<file path="config.mk">
export PLATFORM = sky130hd
export DESIGN_NAME = quad_uart_host_if
export DESIGN_NICKNAME = d
export VERILOG_FILES = /design/src/rtl/uhif_pkg.sv /design/src/rtl/uhif_sync.sv /design/src/rtl/uhif_prescale.sv /design/src/rtl/uhif_chan.sv /design/src/rtl/quad_uart_host_if.sv
export SDC_FILE = /design/constraint.sdc
export NUM_CORES = 1
export LEC_CHECK = 0
export ABC_CLOCK_PERIOD_IN_PS = 1950
export BUFFER_PORTS_ARGS = -buffer_cell sky130_fd_sc_hd__buf_2
export CORE_ASPECT_RATIO = 1.75
export CORE_MARGIN = 3
export CORE_UTILIZATION = 58
export CTS_BUF_LIST = sky130_fd_sc_hd__clkbuf_4
export CTS_CLUSTER_DIAMETER = 200
export DETAILED_ROUTE_END_ITERATION = 6
export GPL_ROUTABILITY_DRIVEN = 0
export HOLD_SLACK_MARGIN = 0.15
export PLACE_DENSITY = 0.82
export RECOVER_POWER = 100
export SKIP_LAST_GASP = 1
export SLEW_MARGIN = 20
export SYNTH_ARGS = -nofsm -noshare
export SYNTH_HDL_FRONTEND = slang
export SYNTH_SLANG_ARGS = --single-unit
export TNS_END_PERCENT = 10
</file>
<file path="constraint.sdc">
create_clock -name clk -period 1.95 [get_ports clk]
set_input_delay 0.39 -clock clk [delete_from_list [all_inputs] [get_ports clk]]
set_output_delay 0.39 -clock clk [all_outputs]
set_load 0.03 [all_outputs]
</file>
<file path="src/rtl/uhif_pkg.sv">
package uhif_pkg;
   localparam int ADDR_W = 3;
   localparam int DATA_W = 8;

   localparam logic [ADDR_W-1:0] A_IER = 3'd1;
   localparam logic [ADDR_W-1:0] A_EFR = 3'd2;
   localparam logic [ADDR_W-1:0] A_MCR = 3'd4;
   localparam logic [ADDR_W-1:0] A_MSR = 3'd6;

   localparam int MCR_DTR  = 0;
   localparam int MCR_IRQ  = 3;
   localparam int MCR_DIV  = 7;
   localparam int EFR_ACTS = 7;

   localparam int IER_W = 4;
endpackage

</file>
<file path="src/rtl/uhif_sync.sv">
module uhif_sync #(
   parameter int W = 3,
   parameter int STAGES = 2,
   parameter logic [W-1:0] RST_VAL = '1
) (
   input  logic         clk,
   input  logic         rst_n,
   input  logic [W-1:0] d,
   output logic [W-1:0] q
);
   generate
      if (STAGES < 1) begin : g_bad_stages
         $error("uhif_sync: STAGES must be at least 1");
      end
   endgenerate

   logic [W-1:0] stg [STAGES];

   always_ff @(posedge clk) begin
      if (!rst_n) begin
         for (int i = 0; i < STAGES; i++) stg[i] <= RST_VAL;
      end else begin
         stg[0] <= d;
         for (int i = 1; i < STAGES; i++) stg[i] <= stg[i-1];
      end
   end

   assign q = stg[STAGES-1];
endmodule

</file>
<file path="src/rtl/uhif_prescale.sv">
module uhif_prescale #(
   parameter int DIV = 4
) (
   input  logic clk,
   input  logic rst_n,
   input  logic div_sel,
   output logic baud_en
);
   localparam int CW = $clog2(DIV);

   generate
      if (DIV < 2 || (DIV & (DIV - 1)) != 0) begin : g_bad_div
         $error("uhif_prescale: DIV must be a power of two, at least 2");
      end
   endgenerate

   logic          sel_q;
   logic [CW-1:0] cnt;
   logic [CW-1:0] eff;

   assign eff     = (div_sel != sel_q) ? '0 : cnt;
   assign baud_en = div_sel ? (eff == CW'(DIV - 1)) : 1'b1;

   always_ff @(posedge clk) begin
      if (!rst_n) begin
         cnt   <= '0;
         sel_q <= div_sel;
      end else begin
         sel_q <= div_sel;
         cnt   <= eff + 1'b1;
      end
   end

   // in divide mode a pulse is never followed by another one
   p_div_gap_r9: assert property (@(posedge clk) disable iff (!rst_n)
      (baud_en && div_sel) |=> (!baud_en || !div_sel));
endmodule

</file>
<file path="src/rtl/uhif_chan.sv">
module uhif_chan
   import uhif_pkg::*;
#(
   parameter int SYNC_STAGES = 2,
   parameter int PRE_DIV = 4
) (
   input  logic              clk,
   input  logic              rst_n,
   input  logic              sel,
   input  logic [ADDR_W-1:0] addr,
   input  logic              rd_act,
   input  logic              wr_act,
   input  logic [DATA_W-1:0] wdata,
   input  logic              clksel,
   input  logic              intsel,
   input  logic              cts_n,
   input  logic              dsr_n,
   input  logic              cd_n,
   input  logic              rx_avail,
   input  logic              tx_empty,
   input  logic              rx_err,
   output logic [DATA_W-1:0] rd_val,
   output logic              dtr_n,
   output logic              irq,
   output logic              irq_oe,
   output logic              baud_en,
   output logic              tx_allowed
);
   logic             wr_hit, rd_msr, rd_msr_q, rd_end;
   logic [IER_W-1:0] ier;
   logic             efr_acts, mcr_dtr, mcr_irq, mcr_div;
   logic [2:0]       pin_n, lvl, lvl_q, chg;
   logic [3:0]       delta, delta_set;
   logic [DATA_W-1:0] msr;
   logic             unused_wbits;

   assign unused_wbits = ^wdata[6:4];
   assign pin_n = {cd_n, dsr_n, cts_n};

   uhif_sync #(.W(3), .STAGES(SYNC_STAGES), .RST_VAL(3'b111)) u_sync (
      .clk   (clk),
      .rst_n (rst_n),
      .d     (pin_n),
      .q     (lvl)
   );

   uhif_prescale #(.DIV(PRE_DIV)) u_pre (
      .clk     (clk),
      .rst_n   (rst_n),
      .div_sel (mcr_div),
      .baud_en (baud_en)
   );

   assign wr_hit    = sel & wr_act;
   assign rd_msr    = sel & rd_act & (addr == A_MSR);
   assign rd_end    = rd_msr_q & ~rd_msr;
   assign chg       = lvl ^ lvl_q;
   assign delta_set = {chg[2], 1'b0, chg[1], chg[0]};

   always_ff @(posedge clk) begin
      if (!rst_n) begin
         ier      <= '0;
         efr_acts <= 1'b0;
         mcr_dtr  <= 1'b0;
         mcr_irq  <= 1'b0;
         mcr_div  <= ~clksel;
         lvl_q    <= 3'b111;
         delta    <= '0;
         rd_msr_q <= 1'b0;
      end else begin
         if (wr_hit) begin
            case (addr)
               A_IER: ier <= wdata[IER_W-1:0];
               A_EFR: efr_acts <= wdata[EFR_ACTS];
               A_MCR: begin
                  mcr_dtr <= wdata[MCR_DTR];
                  mcr_irq <= wdata[MCR_IRQ];
                  mcr_div <= wdata[MCR_DIV];
               end
               default: ;
            endcase
         end
         lvl_q    <= lvl;
         rd_msr_q <= rd_msr;
         delta    <= (rd_end ? 4'b0000 : delta) | delta_set;
      end
   end

   assign msr = {~lvl[2], 1'b0, ~lvl[1], ~lvl[0], delta};

   always_comb begin
      case (addr)
         A_IER:   rd_val = {4'b0000, ier};
         A_EFR:   rd_val = {efr_acts, 7'b0000000};
         A_MCR:   rd_val = {mcr_div, 3'b000, mcr_irq, 2'b00, mcr_dtr};
         A_MSR:   rd_val = msr;
         default: rd_val = '0;
      endcase
   end

   assign dtr_n      = ~mcr_dtr;
   assign irq_oe     = mcr_irq | intsel;
   assign irq        = |(ier & {|delta, rx_err, tx_empty, rx_avail});
   assign tx_allowed = ~efr_acts | ~lvl[0];

   // an enable write is visible in the register on the next clock
   p_ier_write_r1: assert property (@(posedge clk) disable iff (!rst_n)
      (wr_hit && addr == A_IER) |=> (ier == $past(wdata[IER_W-1:0])));

   // terminal-ready pin follows the written control bit
   p_dtr_write_r4: assert property (@(posedge clk) disable iff (!rst_n)
      (wr_hit && addr == A_MCR) |=> (dtr_n == !$past(wdata[MCR_DTR])));

   // interrupt enable follows the written bit or the force input
   p_irq_oe_r5: assert property (@(posedge clk) disable iff (!rst_n)
      (wr_hit && addr == A_MCR) |=> (irq_oe == ($past(wdata[MCR_IRQ]) | intsel)));

   // end of a status read with no new change leaves no delta flag
   p_delta_clear_r8: assert property (@(posedge clk) disable iff (!rst_n)
      (rd_end && chg == 3'b000) |=> (delta == 4'b0000));
endmodule

</file>
<file path="src/rtl/quad_uart_host_if.sv">
module quad_uart_host_if
   import uhif_pkg::*;
#(
   parameter int NCH = 4,
   parameter int SYNC_STAGES = 2,
   parameter int PRE_DIV = 4
) (
   input  logic              clk,
   input  logic              rst_n,
   input  logic              clksel,
   input  logic              intsel,
   input  logic [NCH-1:0]    cs_n,
   input  logic [ADDR_W-1:0] addr,
   input  logic              rd_n,
   input  logic              wr_n,
   input  logic [DATA_W-1:0] wdata,
   output logic [DATA_W-1:0] rdata,
   output logic              rdata_oe,
   input  logic [NCH-1:0]    cts_n,
   input  logic [NCH-1:0]    dsr_n,
   input  logic [NCH-1:0]    cd_n,
   output logic [NCH-1:0]    dtr_n,
   input  logic [NCH-1:0]    rx_avail,
   input  logic [NCH-1:0]    tx_empty,
   input  logic [NCH-1:0]    rx_err,
   output logic [NCH-1:0]    irq,
   output logic [NCH-1:0]    irq_oe,
   output logic [NCH-1:0]    baud_en,
   output logic [NCH-1:0]    tx_allowed
);
   generate
      if (NCH < 1) begin : g_bad_nch
         $error("quad_uart_host_if: NCH must be at least 1");
      end
   endgenerate

   logic [DATA_W-1:0] ch_rd [NCH];
   logic [DATA_W-1:0] rd_mux;

   generate
      for (genvar c = 0; c < NCH; c++) begin : g_ch
         uhif_chan #(.SYNC_STAGES(SYNC_STAGES), .PRE_DIV(PRE_DIV)) u_ch (
            .clk        (clk),
            .rst_n      (rst_n),
            .sel        (~cs_n[c]),
            .addr       (addr),
            .rd_act     (~rd_n),
            .wr_act     (~wr_n),
            .wdata      (wdata),
            .clksel     (clksel),
            .intsel     (intsel),
            .cts_n      (cts_n[c]),
            .dsr_n      (dsr_n[c]),
            .cd_n       (cd_n[c]),
            .rx_avail   (rx_avail[c]),
            .tx_empty   (tx_empty[c]),
            .rx_err     (rx_err[c]),
            .rd_val     (ch_rd[c]),
            .dtr_n      (dtr_n[c]),
            .irq        (irq[c]),
            .irq_oe     (irq_oe[c]),
            .baud_en    (baud_en[c]),
            .tx_allowed (tx_allowed[c])
         );
      end
   endgenerate

   always_comb begin
      rd_mux = '0;
      for (int c = NCH - 1; c >= 0; c--) begin
         if (!cs_n[c]) rd_mux = ch_rd[c];
      end
   end

   assign rdata_oe = ~rd_n & ~(&cs_n);
   assign rdata    = rdata_oe ? rd_mux : '0;
endmodule

</file>
==> Yosys cells after proc, flatten, opt, wreduce, memory -nomap -nowiden <==
Memories as Yosys holds them, arrays and structs flattened.
Index checks and enable logic that the tools add are counted.
{ "totals": {"ram_bits": 24, "word_cells": 207, "input_bits": 45, "ff_bits": 76, "out_inout_bits": 29, "memories": 4} }
{ "memory_table": {"columns": ["memory", "words", "width", "read_ports", "rd_ports_with_merged_regs", "write_ports", "line", "source"], "rows": [
  ["g_ch[0].u_ch.u_sync.stg", 2, 3, 2, 0, 2, "uhif_sync.sv:17", "logic [W-1:0] stg [STAGES];"],
  ["g_ch[1].u_ch.u_sync.stg", 2, 3, 2, 0, 2, "uhif_sync.sv:17", null],
  ["g_ch[2].u_ch.u_sync.stg", 2, 3, 2, 0, 2, "uhif_sync.sv:17", null],
  ["g_ch[3].u_ch.u_sync.stg", 2, 3, 2, 0, 2, "uhif_sync.sv:17", null]
]} }
{ "classes": {"bitwise_logic": 77, "add_sub_neg": 4, "reduce_logical": 25, "n_eq_ne": 17, "muxes": 40} }
{ "op_table": {"columns": ["op", "count"], "rows": [
  ["one-hot mux 8 bit (4 select lines)", 4],
  ["two-way mux 8 bit", 5],
  ["NOT 1 bit", 32],
  ["AND reduction 2 bit", 16],
  ["OR reduction 4 bit", 8],
  ["two-way mux 3 bit", 8],
  ["bitwise AND 1 bit", 17],
  ["bitwise AND 4 bit", 4],
  ["two-way mux 4 bit", 4],
  ["OR 1 bit", 16],
  ["OR 4 bit", 4],
  ["two-way mux 1 bit", 15],
  ["bitwise XOR 3 bit", 4],
  ["inequality test 2 x 1 -> 1 bit (second input constant)", 5],
  ["adder 2 x 1 -> 2 bit (second input constant)", 4],
  ["equality test 2 bit (second input constant)", 4],
  ["two-way mux 2 bit", 4],
  ["equality test 3 bit (second input constant)", 2],
  ["inequality test 1 bit", 4],
  ["AND reduction 4 bit", 1],
  ["equality test 3 x 1 -> 1 bit (second input constant)", 1],
  ["equality test 3 x 2 -> 1 bit (second input constant)", 1]
]} }

==> Longest topological paths before layout <==
An unclocked memory read counts as a cell.
{ "depth": {"ltp_word": 8, "mapped_depth": 6, "ltp_nobuf": 5} }

==> Cells and area by module <==
From an unflattened synthesis, not the netlist that was laid out.
{ "unflattened": {"cells_unflattened": 490, "hier_area_um2": 4652.0} }
{ "modules_own_cells": {"columns": ["module", "instances", "seq_area_each_um2", "area_each_um2", "cells_per_inst"], "rows": [
  ["uhif_chan", 4, 310.3, 804.5, 88],
  ["uhif_sync", 4, 120.1, 180.2, 15],
  ["uhif_prescale", 4, 60.1, 115.1, 10],
  ["quad_uart_host_if", 1, 0.0, 252.7, 38]
]} }

==> Worst setup path before layout <==
No wires, ideal clock.
{ "synth_path": {"path_type": "input-to-output", "from": "input cs_n[1]", "to": "output rdata[0]", "arrival_ns": 2.601, "stages": 5, "slack_ns": -1.041, "path_cell_list": "buf_6 -> and3_1 -> a21oi_1 -> o21ai_0 -> nor4_1"} }
{ "synth_between": {"elab_chain_cells": 4, "elab_cells_between_ends": 6, "cone_classes": "mux: 3; bitwise: 2; reduce/logical: 1"} }
{ "synth_rtl": {"columns": ["item", "line", "source"], "rows": [
  ["start, declared", "quad_uart_host_if.sv:12", "input logic [NCH-1:0] cs_n,"],
  ["AND reduction 4 bit", "quad_uart_host_if.sv:75", "assign rdata_oe = ~rd_n & ~(&cs_n);"],
  ["NOT 1 bit", "quad_uart_host_if.sv:75", null],
  ["bitwise AND 1 bit", "quad_uart_host_if.sv:75", null],
  ["via rdata_oe", "quad_uart_host_if.sv:18", "output logic rdata_oe,"],
  ["two-way mux 8 bit", "quad_uart_host_if.sv:76", "assign rdata = rdata_oe ? rd_mux : '0;"],
  ["end, declared", "quad_uart_host_if.sv:17", "output logic [DATA_W-1:0] rdata,"]
]} }
The timed path passes the listed nets, and every way through them passes these cells.

==> Worst setup path in the final report <==
{ "layout_path": {"from": "input addr[0]", "to": "output rdata[3]"} }
{ "layout_between": {"elab_chain_cells": 7, "elab_cells_between_ends": 13, "cone_classes": "eq/ne: 4; mux: 9"} }
{ "layout_rtl": {"columns": ["item", "line", "source"], "rows": [
  ["start, declared", "quad_uart_host_if.sv:13", "input logic [ADDR_W-1:0] addr,"],
  ["equality test 3 bit (tied with other cells)", "uhif_chan.sv:92", "case (addr)"],
  ["one-hot mux 8 bit (4 select lines)", "uhif_chan.sv:92", null],
  ["two-way mux 8 bit (3 in a row)", "quad_uart_host_if.sv:71", "if (!cs_n[c]) rd_mux = ch_rd[c];"],
  ["two-way mux 8 bit (*)", "quad_uart_host_if.sv:71", null],
  ["two-way mux 8 bit (*)", "quad_uart_host_if.sv:76", null]
]} }
Mark *: on every way between the ends. The rest lies on a longest branch, timed or not.

==> summary.md <==
| Metric | Value |
|---|---|
| Status | finished with violations |
| RSZ-0062 raised after global routing | yes |
| R2r worst-path depth | 4 |
| Final Hold Fails | 0 |
| Worst-Margin Slew | 0.995 ns |
| Antenna violations before repair | 0 |
| Min-delay src | wdata[1] |
| Clock period minus worst slack | 2.21 ns |
| Crit path kind | input pin to output pin |
| Warnings from Yosys | 0 |
| Critical Path AT | 1.82 ns |
| Post-synth net total | 501 |
| Routed met3 length | 499 um |
| Register area share after synthesis | 0.459 |
| Antenna cell count | 0 |
| Core ar. | 7010 um^2 |
| Die Span X | 70.9 um |
| CTS tree | yes |
| Most frequent cells in the layout | dfxtp_1, buf_2, nand2b_1 |
| Die area | 8470 um^2 |
| Clk_lat worst skew | 0.45 ns |
| CP required | 1.56 ns |
| Met2 Wirelength | 5460 um |
| First-pass DRT Iterations | 6 |
| Layout cells sized above 1 | 0.257 |
| Root Buffer | clkbuf_4 |
| Slew headroom | 0.337 |
| Wire length per cell | 16.3 um |
| DR top layer | met4 |
| Hold endpoint | g_ch[3].u_ch.ier[1] |
| Max cap viols | 0 |
| Power per cell area | 717 nW/um^2 |
| Residual DRC | 0 |
| Top_reg_cell synth | dfxtp_1 |
| DR vias/cell | 5.62 |
| Clock sinks | 96 |
| Post-synth ARST share | 0 |
| Reg-to-reg startpoint | g_ch[2].u_ch.mcr_div |
| Max Root-Sink Buffers | 2 |
| Max Freq | 0.453 GHz |
| Num rows | 40 |
| Pwr Total | 0.00372 W |
| First-pass GRT wire length | 16,900 um |
| WHS Path Cells | 3 |
| Worst setup margin | -0.260 ns |
| Final #Nets | 593 |
| Fin. max-slew vios | 0 |
| Cells after Synth | 452 |
| Vias in the first global route | 3,518 |
| Initial Utilization | 0.609 |
| R2R Setup Slk | 0.58 ns |
| RR Endpoint | g_ch[2].u_ch.u_pre.cnt[1] |
| Failing checks | negative setup slack |
| I/O pins | 74 |
| Synth-to-layout area growth | 21.5% |
| Maximum vdd ir drop | 648 uV |
| Post-Place Cells | 596 |
| Post-route ant nets | 0 |
| Final period util | 1.13 |
| Clock slew at reported path FFs | 0.14 ns |
| Via count | 3,559 |
| Num CTS Buffers | 9 |
| Gr usage total | 0.255 |
| Post-Route WL | 10,300 um |
| Core Util, Final | 0.741 |
| Peak per-stage delay on the critical path | 0.35 ns |
| Hold crit path type | input pin to flip-flop |
| DRT iter0 DRCs | 186 |
| P_leak | 2.04 nW |
| Crit path max-delay family | buffers and inverters |
| Synth top area share | 0.431 |
| H-Tree Depth | 3 |
| Ranking of synthesized cells by area | dfxtp_1, nand2b_1, nor2b_1 |
| Synth Register Bits | 96 |
| Critical path startpoint category | input pin |
| Post-DP HPWL | 7600 um |
| Nature of the critical path endpoint | output pin |
| Final Setup Violations | 10 |
| EDFF count, synth | 4 |
| Metal-1 WL | 3900 um |
| Avg Cell Area, Syn | 9.45 um^2 |
| Port bufs | 69 |
| Number of distinct library cells after synthesis | 50 |
| Finished Layout Cells | 633 |
| CP Buf/Inv Count | 4 |
| Critical Path, Cell by Cell | buf_2, and3b_1, buf_4, clkbuf_1, a21oi_1, o21ai_0, o2111a_1, buf_6 |
| CP max stage cell | and3b_1 |
| Largest net degree at the start of global routing | 39 |
| Crit Path Max Fanout | 6 |
| Layout Skew | 0.0162 ns |
| Height of the die | 120 um |
| Post-Syn Area | 4270 um^2 |
| Most common cell after layout, fill and taps aside | dfxtp_1 |
| Area leader, netlist | dfxtp_1 |
| Total grt overflow | 0 |
## sequential cells by signal, summed over array words and instances (netlist names)
register / cells
g_ch.u_ch.mcr_irq: 4
g_ch.u_ch.rd_msr_q: 4
g_ch.u_ch.u_pre.cnt: 8
g_ch.u_ch.lvl_q: 12
g_ch.u_ch.u_pre.sel_q: 4
g_ch.u_ch.delta: 12
g_ch.u_ch.mcr_div: 4
g_ch.u_ch.efr_acts: 4
g_ch.u_ch.mcr_dtr: 4
g_ch.u_ch.ier: 16
g_ch.u_ch.u_sync.stg: 24
## tightest hold or removal path: stages
cell     delay (ns)
buf_2          0.13
mux2i_1        0.08
nor2b_1        0.09
## stage by stage
stage                     setup TNS (ns)  area [um^2]  setup WS, ns  hold WS, ns
after floorplan                  -0.0798         4360       -0.0323        0.386
after global placement            -0.861         4830        -0.271        0.388
after detailed placement          -0.974         4830        -0.310        0.397
after CTS                          -1.78         5220        -0.230        0.246
after global routing               -3.20         5190        -0.343        0.250
final                              -1.98         5190        -0.260        0.275
## cell families (layout without fill, tap and decap cells)
| logic type | after synthesis | after routing | share of synthesized area |
|---|---|---|---|
| adders and majority gates | 4 | 4 | 0.0117 |
| buffers and inverters | 53 | 150 | 0.0730 |
| AOI/OAI and AO/OA | 99 | 99 | 0.151 |
| xor gates and xnor gates | 16 | 16 | 0.0328 |
| other | 1 | 1 | 0.000878 |
| muxes | 19 | 19 | 0.0445 |
| DFF | 96 | 96 | 0.459 |
| and+or+nand+nor | 164 | 164 | 0.226 |
## metal layers
| metal | GRT usage | vias up |
|---|---|---|
| met2 | 0.451 | 120 |
| met3 | 0.0562 | 39 |
| met1 | 0.278 | 1689 |
| li1 | - | 1711 |
| met4 | 0.134 | 0 |
| met5 | 0 | - |
## power by group
part           total [W]  switching (W)  leakage (nW)  internal [W]
sequential       0.00213      0.0000597         0.796       0.00207
combinational   0.000562       0.000299          1.16      0.000263
clock            0.00103       0.000631        0.0762      0.000401
## cell usage after synthesis (4+ instances only)
library cell,number
a221oi_1,4
and2_1,12
nor3_4,4
xnor2_1,4
o31ai_1,4
nor2b_1,35
ha_1,4
mux2i_1,19
a21boi_0,11
a222oi_1,4
a22oi_1,6
o21ai_0,28
or2_2,4
nand2b_1,46
clkbuf_1,16
buf_4,23
dfxtp_1,92
xor2_1,12
inv_1,6
edfxtp_1,4
a21oi_1,22
nand2_1,27
a31oi_1,4
or3_1,5
nor2_1,20
## worst max-delay path by stage
stage | startpoint | to | depth (start not counted)
floorplan | cs_n[1] | rdata[0] | 5
global placement | addr[0] | rdata[3] | 9
detailed placement | addr[2] | rdata[0] | 8
CTS | g_ch[2].u_ch.u_sync.stg[0][5] | rdata[7] | 5
global route | g_ch[3].u_ch.u_sync.stg[0][5] | rdata[7] | 6
finish | addr[0] | rdata[3] | 8
## cell type report
class,count,area (um^2)
tap,84,105
fill,539,1820
timing repair buffer,127,845
inverter,7,26.3
sequential,96,1970
clock inverter,6,57.6
multi-input combinational,303,2110
clock buffer,10,75.1
## repair_timing
item / 4_1_cts / 5_1_grt
resized for setup: 24 / 2
pin swaps: 12 / 0
setup buffers: 10 / 0
endpoints found under the hold margin: 12 / 0
hold buffers: 12 / 0
setup endpoints to repair: 11 / 13
Note: power is estimated with default switching activity, not from simulation.
